**config.mk**
```make
export PLATFORM = sky130hd
export DESIGN_NAME = ring_ctl
export DESIGN_NICKNAME = d
export VERILOG_FILES = /design/src/rtl/ring_ctl.sv
export SDC_FILE = /design/constraint.sdc
export NUM_CORES = 1
export LEC_CHECK = 0
export BUFFER_PORTS_ARGS = -buffer_cell sky130_fd_sc_hd__buf_2
export CAP_MARGIN = 20
export CELL_PAD_IN_SITES_DETAIL_PLACEMENT = 0
export CELL_PAD_IN_SITES_GLOBAL_PLACEMENT = 1
export CORE_UTILIZATION = 46
export DETAILED_ROUTE_END_ITERATION = 16
export MAX_ROUTING_LAYER = met4
export PLACE_DENSITY = 0.9
export SLEW_MARGIN = 20
export SYNTH_ARGS = -nofsm -noshare
export SYNTH_HDL_FRONTEND = slang
export SYNTH_SLANG_ARGS = --single-unit
```
**constraint.sdc**
```tcl
create_clock -name clk -period 4.3 [get_ports clk]
set_clock_uncertainty 0.05 [all_clocks]
set_input_delay 0 -clock clk [delete_from_list [all_inputs] [get_ports clk]]
set_output_delay 0 -clock clk [all_outputs]
set_load 0.05 [all_outputs]
```
**src/rtl/ring_ctl.sv**
```systemverilog
module ring_ctl #(
  parameter int AW = 12,
  parameter int PW = 8,
  parameter int DESC_BYTES = 16
) (
  input  logic          clk,
  input  logic          rst_n,
  input  logic          reg_we,
  input  logic [AW-1:0] reg_addr,
  input  logic [31:0]   reg_wdata,
  output logic [31:0]   reg_rdata,
  output logic          seq_req,
  output logic [PW-1:0] seq_idx,
  output logic [63:0]   seq_addr,
  input  logic          seq_done,
  input  logic          seq_ok,
  input  logic          seq_irq_req,
  input  logic          seq_soe,
  output logic          irq,
  output logic [1:0]    bus_speed
);
  localparam logic [AW-1:0] OFF_BLO = AW'(12'h100);
  localparam logic [AW-1:0] OFF_BHI = AW'(12'h104);
  localparam logic [AW-1:0] OFF_CTL = AW'(12'h108);
  localparam logic [AW-1:0] OFF_STS = AW'(12'h10C);
  localparam logic [AW-1:0] OFF_SIZ = AW'(12'h110);
  localparam logic [AW-1:0] OFF_RTY = AW'(12'h114);
  localparam logic [AW-1:0] OFF_TIM = AW'(12'h300);

  logic [63:0]   base;
  logic          run, eie, req, done_f, err_f;
  logic [PW-1:0] head, tail, size_m1;
  logic [31:0]   retry;
  logic [1:0]    spd;

  wire fin  = req & seq_done;
  wire fail = fin & ~seq_ok;
  wire halt = fail & seq_soe;
  wire [PW-1:0] tail_nx = (tail == size_m1) ? '0 : tail + 1'b1;
  wire wr_sts = reg_we && reg_addr == OFF_STS;

  always_ff @(posedge clk or negedge rst_n) begin
    if (!rst_n) begin
      base <= '0; run <= 1'b0; eie <= 1'b0; head <= '0; tail <= '0;
      size_m1 <= '0; retry <= '0; spd <= '0; req <= 1'b0;
      done_f <= 1'b0; err_f <= 1'b0;
    end else begin
      if (reg_we) begin
        case (reg_addr)
          OFF_BLO: base[31:0]  <= reg_wdata;
          OFF_BHI: base[63:32] <= reg_wdata;
          OFF_CTL: begin
            run  <= reg_wdata[0];
            eie  <= reg_wdata[4];
            head <= reg_wdata[16 +: PW];
          end
          OFF_SIZ: size_m1 <= reg_wdata[PW-1:0];
          OFF_RTY: retry   <= reg_wdata;
          OFF_TIM: spd     <= reg_wdata[31:30];
          default: ;
        endcase
      end
      if (halt) run <= 1'b0;
      if (wr_sts && reg_wdata[4]) err_f <= 1'b0;
      if (wr_sts && reg_wdata[5]) done_f <= 1'b0;
      if (fin && seq_irq_req) done_f <= 1'b1;
      if (fail && eie) err_f <= 1'b1;
      if (fin) begin
        req <= 1'b0;
        if (!halt) tail <= tail_nx;
      end else if (!req && run && tail != head) begin
        req <= 1'b1;
      end
    end
  end

  always_comb begin
    reg_rdata = '0;
    case (reg_addr)
      OFF_BLO: reg_rdata = base[31:0];
      OFF_BHI: reg_rdata = base[63:32];
      OFF_CTL: begin
        reg_rdata[0] = run;
        reg_rdata[4] = eie;
        reg_rdata[16 +: PW] = head;
      end
      OFF_STS: begin
        reg_rdata[0] = req;
        reg_rdata[4] = err_f;
        reg_rdata[5] = done_f;
        reg_rdata[16 +: PW] = tail;
      end
      OFF_SIZ: reg_rdata[PW-1:0] = size_m1;
      OFF_RTY: reg_rdata = retry;
      OFF_TIM: reg_rdata[31:30] = spd;
      default: ;
    endcase
  end

  assign seq_req   = req;
  assign seq_idx   = tail;
  assign seq_addr  = base + 64'(tail) * 64'(DESC_BYTES);
  assign irq       = done_f | (err_f & eie);
  assign bus_speed = spd;
endmodule


```
==> impl_metrics.env, run 1 <==
export IMPL_worst_pin_slew_ps=1000
export IMPL_die_area_mm2=0.0170
export IMPL_hold_violations=0
export IMPL_grt_max_degree=65
export IMPL_yosysUniqueCellTypes=49
export IMPL_leakage_nw=4.85
export IMPL_drive_gt1_share_pct=35.7
export IMPL_fin_hold_ws_ps=131
export IMPL_cts_buffer_depth=2
export IMPL_critPathKind="flop to output port"
export IMPL_grt_antenna_before_repair=0
export IMPL_nFillCells=1420
export IMPL_synth_area_mm2=0.00759
export IMPL_p_sw_share_pct=22.8
export IMPL_required_ps=4250
export IMPL_ys_flop_type="dfrtp_1"
export IMPL_crit_family="adder cells"
export IMPL_pwr_share_comb_pct=7.7
export IMPL_fp_dieH_um=130
export IMPL_setup_worst_path_start_class="flop"
export IMPL_ys_seq_elements=127
export IMPL_dr_wl_met3_um=1480
export IMPL_seq_area_frac_synth_pct=41.9
export IMPL_critical_path_buf_inv_count=3
export IMPL_cap_violations=0
export IMPL_relSlewSlack_pct=32.8
export IMPL_r2r_cells=5
export IMPL_root_buffer="clkbuf_16"
export IMPL_num_antenna_cells=0
export IMPL_cp_max_fo=22
export IMPL_finalCritPeriodShare_pct=78.9
export IMPL_first_global_vias=6368
export IMPL_fin_crit_ps=3390
export IMPL_die_w_um=130
export IMPL_hold_buffers=40
export IMPL_p_switching_mw=0.666
export IMPL_fmax_mhz=295
export IMPL_wl_met1_um=9800
export IMPL_drtIter0Drc=558
export IMPL_wl_um=23000
export IMPL_rows=46
export IMPL_grt_overflow=0
export IMPL_synth_edf_count=0
export IMPL_cts_repair_resized=0
export IMPL_cp_arrival_ps=3340
export IMPL_ys_warn_count=0
export IMPL_io_pins=159
export IMPL_portBuffers=158
export IMPL_wl_met2_um=11200
export IMPL_syn_num_nets=784
export IMPL_rsz0062_at_grt="no"
export IMPL_cts_tree="built"
export IMPL_wl_per_cell_um=20.3
export IMPL_top_layer="met4"
export IMPL_whs_path_depth=4
export IMPL_drc=0
export IMPL_netlist_instances=723
export IMPL_cp_num_cells=10
export IMPL_core_area_mm2=0.0160
export IMPL_syn_area_per_cell_um2=10.5
export IMPL_cts_sinks=127
export IMPL_setup_tns_ps=0
export IMPL_gp_congestion=0.877
export IMPL_first_pass_iters=7
export IMPL_outcome="finished, final reports clean"
export IMPL_layout_nets=967
export IMPL_clkTransAtPathRegs_ps=50
export IMPL_start_util_pct=47.4
export IMPL_clock_power_share_pct=50.4
export IMPL_slowest_stage="dfrtp_1"
export IMPL_grtUsageTotal_pct=29.0
export IMPL_crit_chain="ha_1 -> inv_1 -> fa_1 -> nand2b_1 -> a21oi_1 -> o211ai_1 -> buf_4 -> nor4_1 -> xnor2_1 -> buf_2"
export IMPL_p_int_mw=2.26
export IMPL_async_flop_share_pct=100
export IMPL_setup_viol=0
export IMPL_grt_first_pass_wirelength_um=35500
export IMPL_fin_cells=1134
export IMPL_finalMaxSlewViolations=0
export IMPL_clock_latency_ps=420
export IMPL_ff_latch_area_mm2=0.00318
export IMPL_hold_path_class="input pin to flop"
export IMPL_hpwl_um=16300
export IMPL_cts_made_buffers=17
export IMPL_critPathMaxStageDelay_ps=510
export IMPL_multi_input_area_mm2=0.00412
export IMPL_seq_power_share_pct=41.9
export IMPL_power_density_mw_per_mm2=305
export IMPL_via_per_inst=5.93
export IMPL_detail_route_antenna_nets=0
export IMPL_vdd_ir_drop_max_v=0.000286
export IMPL_numPlacedInstances=1063
export IMPL_cts_setup_buffers=0
export IMPL_route_vias_total=6726
export IMPL_endpoint_kind="output port"
export IMPL_area_growth_pct=26.2
export IMPL_h_tree_depth=4
## state kept, by name, summed over array words and instances, names as in the netlist
register,flops
size_m1,8
bus_speed,2
seq_req,1
head,8
done_f,1
err_f,1
base,64
run,1
retry,32
eie,1
seq_idx,8
## cells in the mapped netlist, drive strengths merged (7+ instances only)
| master | count | share of area (%) |
|---|---|---|
| nor2b | 7 | 0.58 |
| nor2 | 39 | 1.9 |
| xnor2 | 38 | 4.4 |
| nand4 | 15 | 1.2 |
| a222oi | 14 | 1.8 |
| ha | 9 | 1.5 |
| mux2 | 109 | 16 |
| buf | 12 | 1.1 |
| clkbuf | 34 | 1.7 |
| xor2 | 36 | 4.2 |
| a22oi | 13 | 1.3 |
| nor3 | 22 | 1.6 |
| mux2i | 21 | 2.8 |
| a21oi | 7 | 0.46 |
| o21ai | 24 | 1.6 |
| inv | 31 | 1.5 |
| nor4 | 19 | 2.1 |
| a31oi | 11 | 0.91 |
| and3 | 9 | 0.74 |
| dfrtp | 127 | 42 |
| o22ai | 14 | 1.2 |
| nand3 | 31 | 2.0 |
| nand2 | 28 | 1.4 |
## through the flow
step	util, %	power [mW]	cell area, µm²	setup WS [ps]
finish	59.8	2.92	9570	906
detailed placement	53.6	1.44	8570	1450
global route	59.8	3.02	9570	727
floorplan	-	1.34	7590	1000
global placement	53.6	1.44	8570	1530
CTS	59.8	2.94	9570	912
## kinds of logic (layout without fill, tap and decap cells)
| family | after synthesis | after routing | synth area share (%) |
|---|---|---|---|
| buffers and inverters | 77 | 272 | 4.30 |
| adder cells (fa/ha/maj) | 10 | 10 | 1.75 |
| XOR/XNOR | 74 | 74 | 8.54 |
| AND/OR/NAND/NOR | 201 | 201 | 14.7 |
| flip-flops | 127 | 127 | 41.9 |
| AO/OA/AOI/OAI | 102 | 102 | 9.30 |
| multiplexers | 132 | 132 | 19.5 |
## per-layer routing
metal / vias to the layer above / GRT usage, %
met4: 0 / 10.8
met3: 44 / 4.72
met5: - / -
li1: 3015 / -
met2: 290 / 45.3
met1: 3377 / 38.0
## layout make-up
type / count / area share, %
multi-input cells: 519 / 43.1
inverters: 31 / 1.22
repair buffers: 210 / 13.4
clock inverters: 6 / 1.10
flip-flops and latches: 127 / 33.2
well taps: 216 / 2.82
clock buffers: 25 / 5.18
## final timing paths
check | start | end | slack (ps)
hold / removal | reg_addr[9] | base[38] | 130
min in group asynchronous | rst_n | base[48] | 180
max in group asynchronous | rst_n | done_f | 3060
setup / recovery | seq_idx[0] | seq_addr[50] | 910
hold reg to reg | retry[3] | retry[3] | 460
setup reg to reg | seq_idx[5] | seq_idx[0] | 2370
## worst reg2reg max path, stage by stage, from the launching register on
cell	delay [ps]
dfrtp_1	530
xnor2_1	250
nand4_1	110
nor2_1	370
nor2_1	210
mux2_2	300
## power groups by stage
stage               logic, mW  clock network, mW  registers [mW]
floorplan              0.0906                  0            1.25
global placement        0.196                  0            1.24
detailed placement      0.197                  0            1.24
global route            0.244               1.55            1.22
CTS                     0.226               1.49            1.22
finish                  0.225               1.47            1.22
## cell usage in the layout, fill, tap and decap left out, types with 24 or more instances in the layout
master	instances
buf_2	157
dfrtp_1	127
mux2_2	106
dlygate4sd3_1	40
nor2_1	39
xnor2_1	38
xor2_1	36
inv_1	31
nand3_1	31
nand2_1	28
o21ai_0	24
Power figures use the tool's default switching activity.
==> inputs of run 2 (changes only) <==
--- a/config.mk
+++ b/config.mk
@@ -9,10 +9,10 @@
 export CAP_MARGIN = 20
 export CELL_PAD_IN_SITES_DETAIL_PLACEMENT = 0
 export CELL_PAD_IN_SITES_GLOBAL_PLACEMENT = 1
-export CORE_UTILIZATION = 46
+export CORE_UTILIZATION = 39
 export DETAILED_ROUTE_END_ITERATION = 16
 export MAX_ROUTING_LAYER = met4
-export PLACE_DENSITY = 0.9
+export PLACE_DENSITY = 0.81
 export SLEW_MARGIN = 20
 export SYNTH_ARGS = -nofsm -noshare
 export SYNTH_HDL_FRONTEND = slang
==> constraint.sdc (replaced) <==
create_clock -name clk -period 2.8 [get_ports clk]
set_clock_uncertainty 0.05 [all_clocks]
set_input_delay 0 -clock clk [delete_from_list [all_inputs] [get_ports clk]]
set_output_delay 0 -clock clk [all_outputs]
set_load 0.05 [all_outputs]
==> impl_metrics.env, run 2 (synthesized netlist as in run 1, its figures left out) <==
export IMPL_grtUsageTotal_pct=26.3
export IMPL_detail_route_antenna_nets=0
export IMPL_critPathMaxStageDelay_ps=650
export IMPL_route_vias_total=6858
export IMPL_portBuffers=158
export IMPL_fin_area_mm2=0.0110
export IMPL_drc=0
export IMPL_setup_viol=5
export IMPL_setup_worst_path_start_class="flop"
export IMPL_cts_made_buffers=17
export IMPL_required_ps=2750
export IMPL_drtIter0Drc=512
export IMPL_h_tree_depth=4
export IMPL_endpoint_kind="output port"
export IMPL_rows=50
export IMPL_whs_path_depth=5
export IMPL_leakage_nw=5.44
export IMPL_start_util_pct=40.2
export IMPL_fin_hold_ws_ps=126
export IMPL_r2r_cells=6
export IMPL_regToRegEndpoint="seq_idx[0]"
export IMPL_place_area_mm2=0.00923
export IMPL_min_to="seq_idx[7]"
export IMPL_top_regs="base x64, retry x32"
export IMPL_slowest_stage="or4_4"
export IMPL_vdd_ir_drop_max_v=0.000486
export IMPL_cts_tree="built"
export IMPL_root_buffer="clkbuf_16"
export IMPL_io_pins=159
export IMPL_cp_max_fo=6
export IMPL_layout_commonest_cell="dfrtp_1"
export IMPL_die_w_um=141
export IMPL_core_area_mm2=0.0189
export IMPL_num_antenna_cells=0
export IMPL_hold_path_class="input pin to flop"
export IMPL_clkTransAtPathRegs_ps=60
export IMPL_grt_overflow=0
export IMPL_finalMaxSlewViolations=0
export IMPL_crit_chain="nand4_1 -> or4_4 -> or4_4 -> nor4_4 -> xor2_2 -> buf_6"
export IMPL_die_area_mm2=0.0200
export IMPL_finalPower_mw=4.91
export IMPL_violations="setup timing"
export IMPL_area_growth_pct=44.9
export IMPL_fp_dieH_um=141
export IMPL_finalCritPeriodShare_pct=100
export IMPL_hold_violations=0
export IMPL_holdCritStartpoint="seq_soe"
export IMPL_critPathKind="flop to output port"
export IMPL_cp_arrival_ps=2760
export IMPL_via_per_inst=5.58
export IMPL_grt_first_pass_wirelength_um=38500
export IMPL_drive_gt1_share_pct=46.5
export IMPL_wl_um=24900
export IMPL_worst_pin_slew_ps=801
export IMPL_outcome="finished, violations left"
export IMPL_ff2ff_setup_slack_ps=690
export IMPL_cts_buffer_depth=2
export IMPL_wl_per_cell_um=20.3
export IMPL_layout_nets=1016
export IMPL_first_pass_iters=7
export IMPL_reg2reg_from="seq_idx[0]"
export IMPL_setup_slack_ps=-13.7
export IMPL_layout_common_cells="dfrtp_1, buf_2, mux2_2, buf_4, dlygate4sd3_1"
export IMPL_clock_latency_ps=420
export IMPL_path_common_cell="or4_4"
export IMPL_hpwl_um=17300
export IMPL_cts_sinks=127
export IMPL_power_density_mw_per_mm2=446
export IMPL_post_place_ws_ps=114
export IMPL_regMostFlops="base"
export IMPL_fmax_mhz=355
export IMPL_relSlewSlack_pct=46.6
export IMPL_cap_violations=0
export IMPL_grt_antenna_before_repair=0
export IMPL_first_global_vias=6752
export IMPL_rsz0062_at_grt="yes"
export IMPL_grt_max_degree=57
export IMPL_largest_reg_flops=64
export IMPL_fin_crit_ps=2810
export IMPL_gp_congestion=0.901
-- run 2: cell count changes in the layout (fill, tap and decap cells not counted), moves of 9 or more --
cell    change
buf_4      +55
buf_2      -37
buf_6      +24
xor2_1     -24
xor2_2     +23
nor4_4     +13
nor3_1     -10
nor4_1      -9
-- run 2: area by class of cell --
class,count,area (µm²)
Multi-Input combinational cell,519,4760
Sequential cell,127,3180
Clock buffer,19,453
Clock inverter,13,259
Inverter,31,116
Timing Repair Buffer,259,1900
Tap cell,260,325
Fill cell,1624,7890
-- run 2: worst max-delay path, delay by kind of cell, from the launching register on --
family | cells | cell delay [ps]
xor gates and xnor gates | 1 | 170
DFF | 1 | 370
buffers and inverters | 1 | 170
and+or+nand+nor | 4 | 1610
-- run 2: worst max path at each step --
stage | start | end | slack, ps | cells after the start
after floorplan | seq_idx[0] | seq_addr[20] | 8 | 8
after global placement | seq_idx[0] | seq_addr[42] | 190 | 10
after detailed placement | base[4] | seq_addr[42] | 110 | 10
after CTS | base[37] | seq_addr[63] | -40 | 6
after global routing | seq_idx[0] | seq_addr[42] | -100 | 10
final | base[37] | seq_addr[59] | -10 | 6
-- run 2: repair_timing --
item / in CTS / in global routing
setup endpoints to repair: 48 / 49
hold buffers: 42 / 0
gates cloned: 2 / 0
endpoints found under the hold margin: 173 / 0
gates resized for setup: 87 / 36
setup buffers: 9 / 6
pin swaps: 20 / 17
-- run 2: power by group --
part,total [mW],switching (mW),internal [mW],leakage [nW]
combinational,0.395,0.247,0.148,3.38
clock,2.65,0.837,1.81,0.336
sequential,1.87,0.0158,1.85,1.73
-- run 2: per-stage QoR --
stage / utilization [%] / TNS, ps / instances
after floorplan: - / 0 / 723
after global placement: 48.8 / 0 / 1141
after detailed placement: 48.8 / 0 / 1141
after CTS: 57.5 / -167 / 1226
after global routing: 58.2 / -875 / 1228
final: 58.2 / -25.3 / 1228
-- run 2: metal layers --
| layer | share of wire, % | global-route usage (%) | vias to the layer above |
|---|---|---|---|
| li1 | - | - | 3087 |
| met5 | 0 | - | - |
| met4 | 1.7 | 7.92 | 0 |
| met2 | 48 | 41.1 | 295 |
| met3 | 6.2 | 4.56 | 40 |
| met1 | 44 | 35.1 | 3436 |
==> inputs of run 3 (changes only) <==
==> constraint.sdc (replaced) <==
create_clock -name clk -period 2.8 [get_ports clk]
set_clock_uncertainty 0.05 [all_clocks]
set_input_delay 0.42 -clock clk [delete_from_list [all_inputs] [get_ports clk]]
set_output_delay 0.42 -clock clk [all_outputs]
set_load 0.05 [all_outputs]
==> impl_metrics.env, run 3 (synthesized netlist as in run 1, its figures left out) <==
export IMPL_wl_per_cell_um=20.2
export IMPL_setup_worst_path_start_class="flop"
export IMPL_setup_slack_ps=-568
export IMPL_required_ps=2330
export IMPL_hpwl_um=18900
export IMPL_h_tree_depth=4
export IMPL_fin_crit_ps=3370
export IMPL_place_area_mm2=0.0106
export IMPL_hold_violations=0
export IMPL_root_buffer="clkbuf_16"
export IMPL_detail_route_antenna_nets=0
export IMPL_route_vias_total=6985
export IMPL_outcome="finished, violations left"
export IMPL_grt_overflow=0
export IMPL_layout_common_cells="buf_4, dfrtp_1, mux2_2, buf_2, buf_6"
export IMPL_cp_max_fo=9
export IMPL_num_antenna_cells=0
export IMPL_fin_area_mm2=0.0122
export IMPL_first_global_vias=6901
export IMPL_first_pass_iters=6
export IMPL_die_area_mm2=0.0200
export IMPL_grt_antenna_before_repair=0
export IMPL_top_regs="base x64, retry x32"
export IMPL_worst_pin_slew_ps=539
export IMPL_cp_arrival_ps=2900
export IMPL_cts_buffer_depth=2
export IMPL_power_density_mw_per_mm2=358
export IMPL_drc=0
export IMPL_core_area_mm2=0.0189
export IMPL_drive_gt1_share_pct=58.7
export IMPL_nFillCells=1456
export IMPL_portBuffers=158
export IMPL_io_pins=159
export IMPL_regMostFlops="base"
export IMPL_cts_tree="built"
export IMPL_cts_sinks=127
export IMPL_numPlacedInstances=1210
export IMPL_fmax_mhz=297
export IMPL_hold_path_class="input pin to flop"
export IMPL_largest_reg_flops=64
export IMPL_finalCritPeriodShare_pct=120
export IMPL_fin_cells=1271
export IMPL_clkTransAtPathRegs_ps=60
export IMPL_vdd_ir_drop_max_v=0.000444
export IMPL_drtIter0Drc=528
export IMPL_finalMaxSlewViolations=0
export IMPL_clock_latency_ps=410
export IMPL_setup_viol=53
export IMPL_via_per_inst=5.50
export IMPL_grtUsageTotal_pct=26.9
export IMPL_endpoint_kind="output port"
export IMPL_area_growth_pct=60.3
export IMPL_relSlewSlack_pct=63.9
export IMPL_cap_violations=0
export IMPL_finish_utilization_pct=64.4
export IMPL_ff2ff_setup_slack_ps=700
export IMPL_layout_nets=1059
export IMPL_start_util_pct=40.2
export IMPL_rows=50
export IMPL_leakage_nw=5.96
export IMPL_grt_first_pass_wirelength_um=39300
export IMPL_rsz0062_at_grt="yes"
export IMPL_fp_dieH_um=141
export IMPL_grt_max_degree=48
export IMPL_layout_commonest_cell="buf_4"
export IMPL_critPathKind="flop to output port"
export IMPL_wl_um=25600
export IMPL_fin_hold_ws_ps=184
export IMPL_cts_made_buffers=17
export IMPL_gp_congestion=0.911
export IMPL_die_w_um=141
export IMPL_violations="setup timing"
==> run 3: final cells by class <==
class                   instances  area, µm²  share of cell area, %
repair buffers                302       2490                   20.4
clock buffers                  26        479                   3.94
well taps                     260        325                   2.67
flip-flops and latches        127       3200                   26.3
multi-input cells             519       5480                   45.0
clock inverters                 6       82.6                  0.679
inverters                      31        116                  0.956
==> run 3: layer usage <==
metal	global-route usage, %	vias to the layer above	part of all wire (%)	wire, µm
li1	-	3187	-	-
met1	36.7	3503	45	11500
met2	41.6	271	48	12300
met3	4.76	24	5.9	1520
met4	7.02	0	1.1	286
met5	-	-	0	0
==> run 3: power breakdown <==
part / internal, mW / total, mW / switching (mW)
Clock: 1.35 / 2.11 / 0.762
Sequential: 1.85 / 1.87 / 0.0168
Combinational: 0.131 / 0.374 / 0.243
Total: 3.34 / 4.36 / 1.02
==> run 3: worst max-delay path: stages (launching register included) <==
cell,delay (ps)
dfrtp_1,420
ha_4,170
inv_2,30
fa_2,330
nand2b_4,160
a21oi_4,170
o211ai_1,160
clkbuf_16,220
buf_12,160
nor4_4,260
xor2_4,200
buf_6,180
==> run 3: repair_timing <==
item / CTS / global route
pin swaps: 39 / 22
hold buffers: 1 / 0
buffers inserted: 12 / 18
hold endpoints to repair: 35 / 0
setup endpoints to repair: 62 / 77
gates resized for setup: 148 / 57
==> run 3: metrics by stage <==
step / power, mW / TNS (ps) / setup slack (ps)
6_report: 4.36 / -19130 / -568
5_1_grt: 4.50 / -24220 / -664
3_3_place_gp: 2.26 / -2790 / -199
4_1_cts: 4.39 / -17770 / -551
2_1_floorplan: 2.08 / -6860 / -280
3_5_place_dp: 2.26 / -3670 / -220
==> run 3: worst paths after layout <==
path	startpoint	to	depth (start not counted)
min in group asynchronous	rst_n	base[2]	2
worst min-delay path	seq_done	seq_req	2
worst max-delay path	base[4]	seq_addr[40]	11
worst max register to register	seq_idx[6]	seq_idx[0]	6
max in group asynchronous	rst_n	base[8]	3
worst min register to register	retry[1]	retry[1]	1
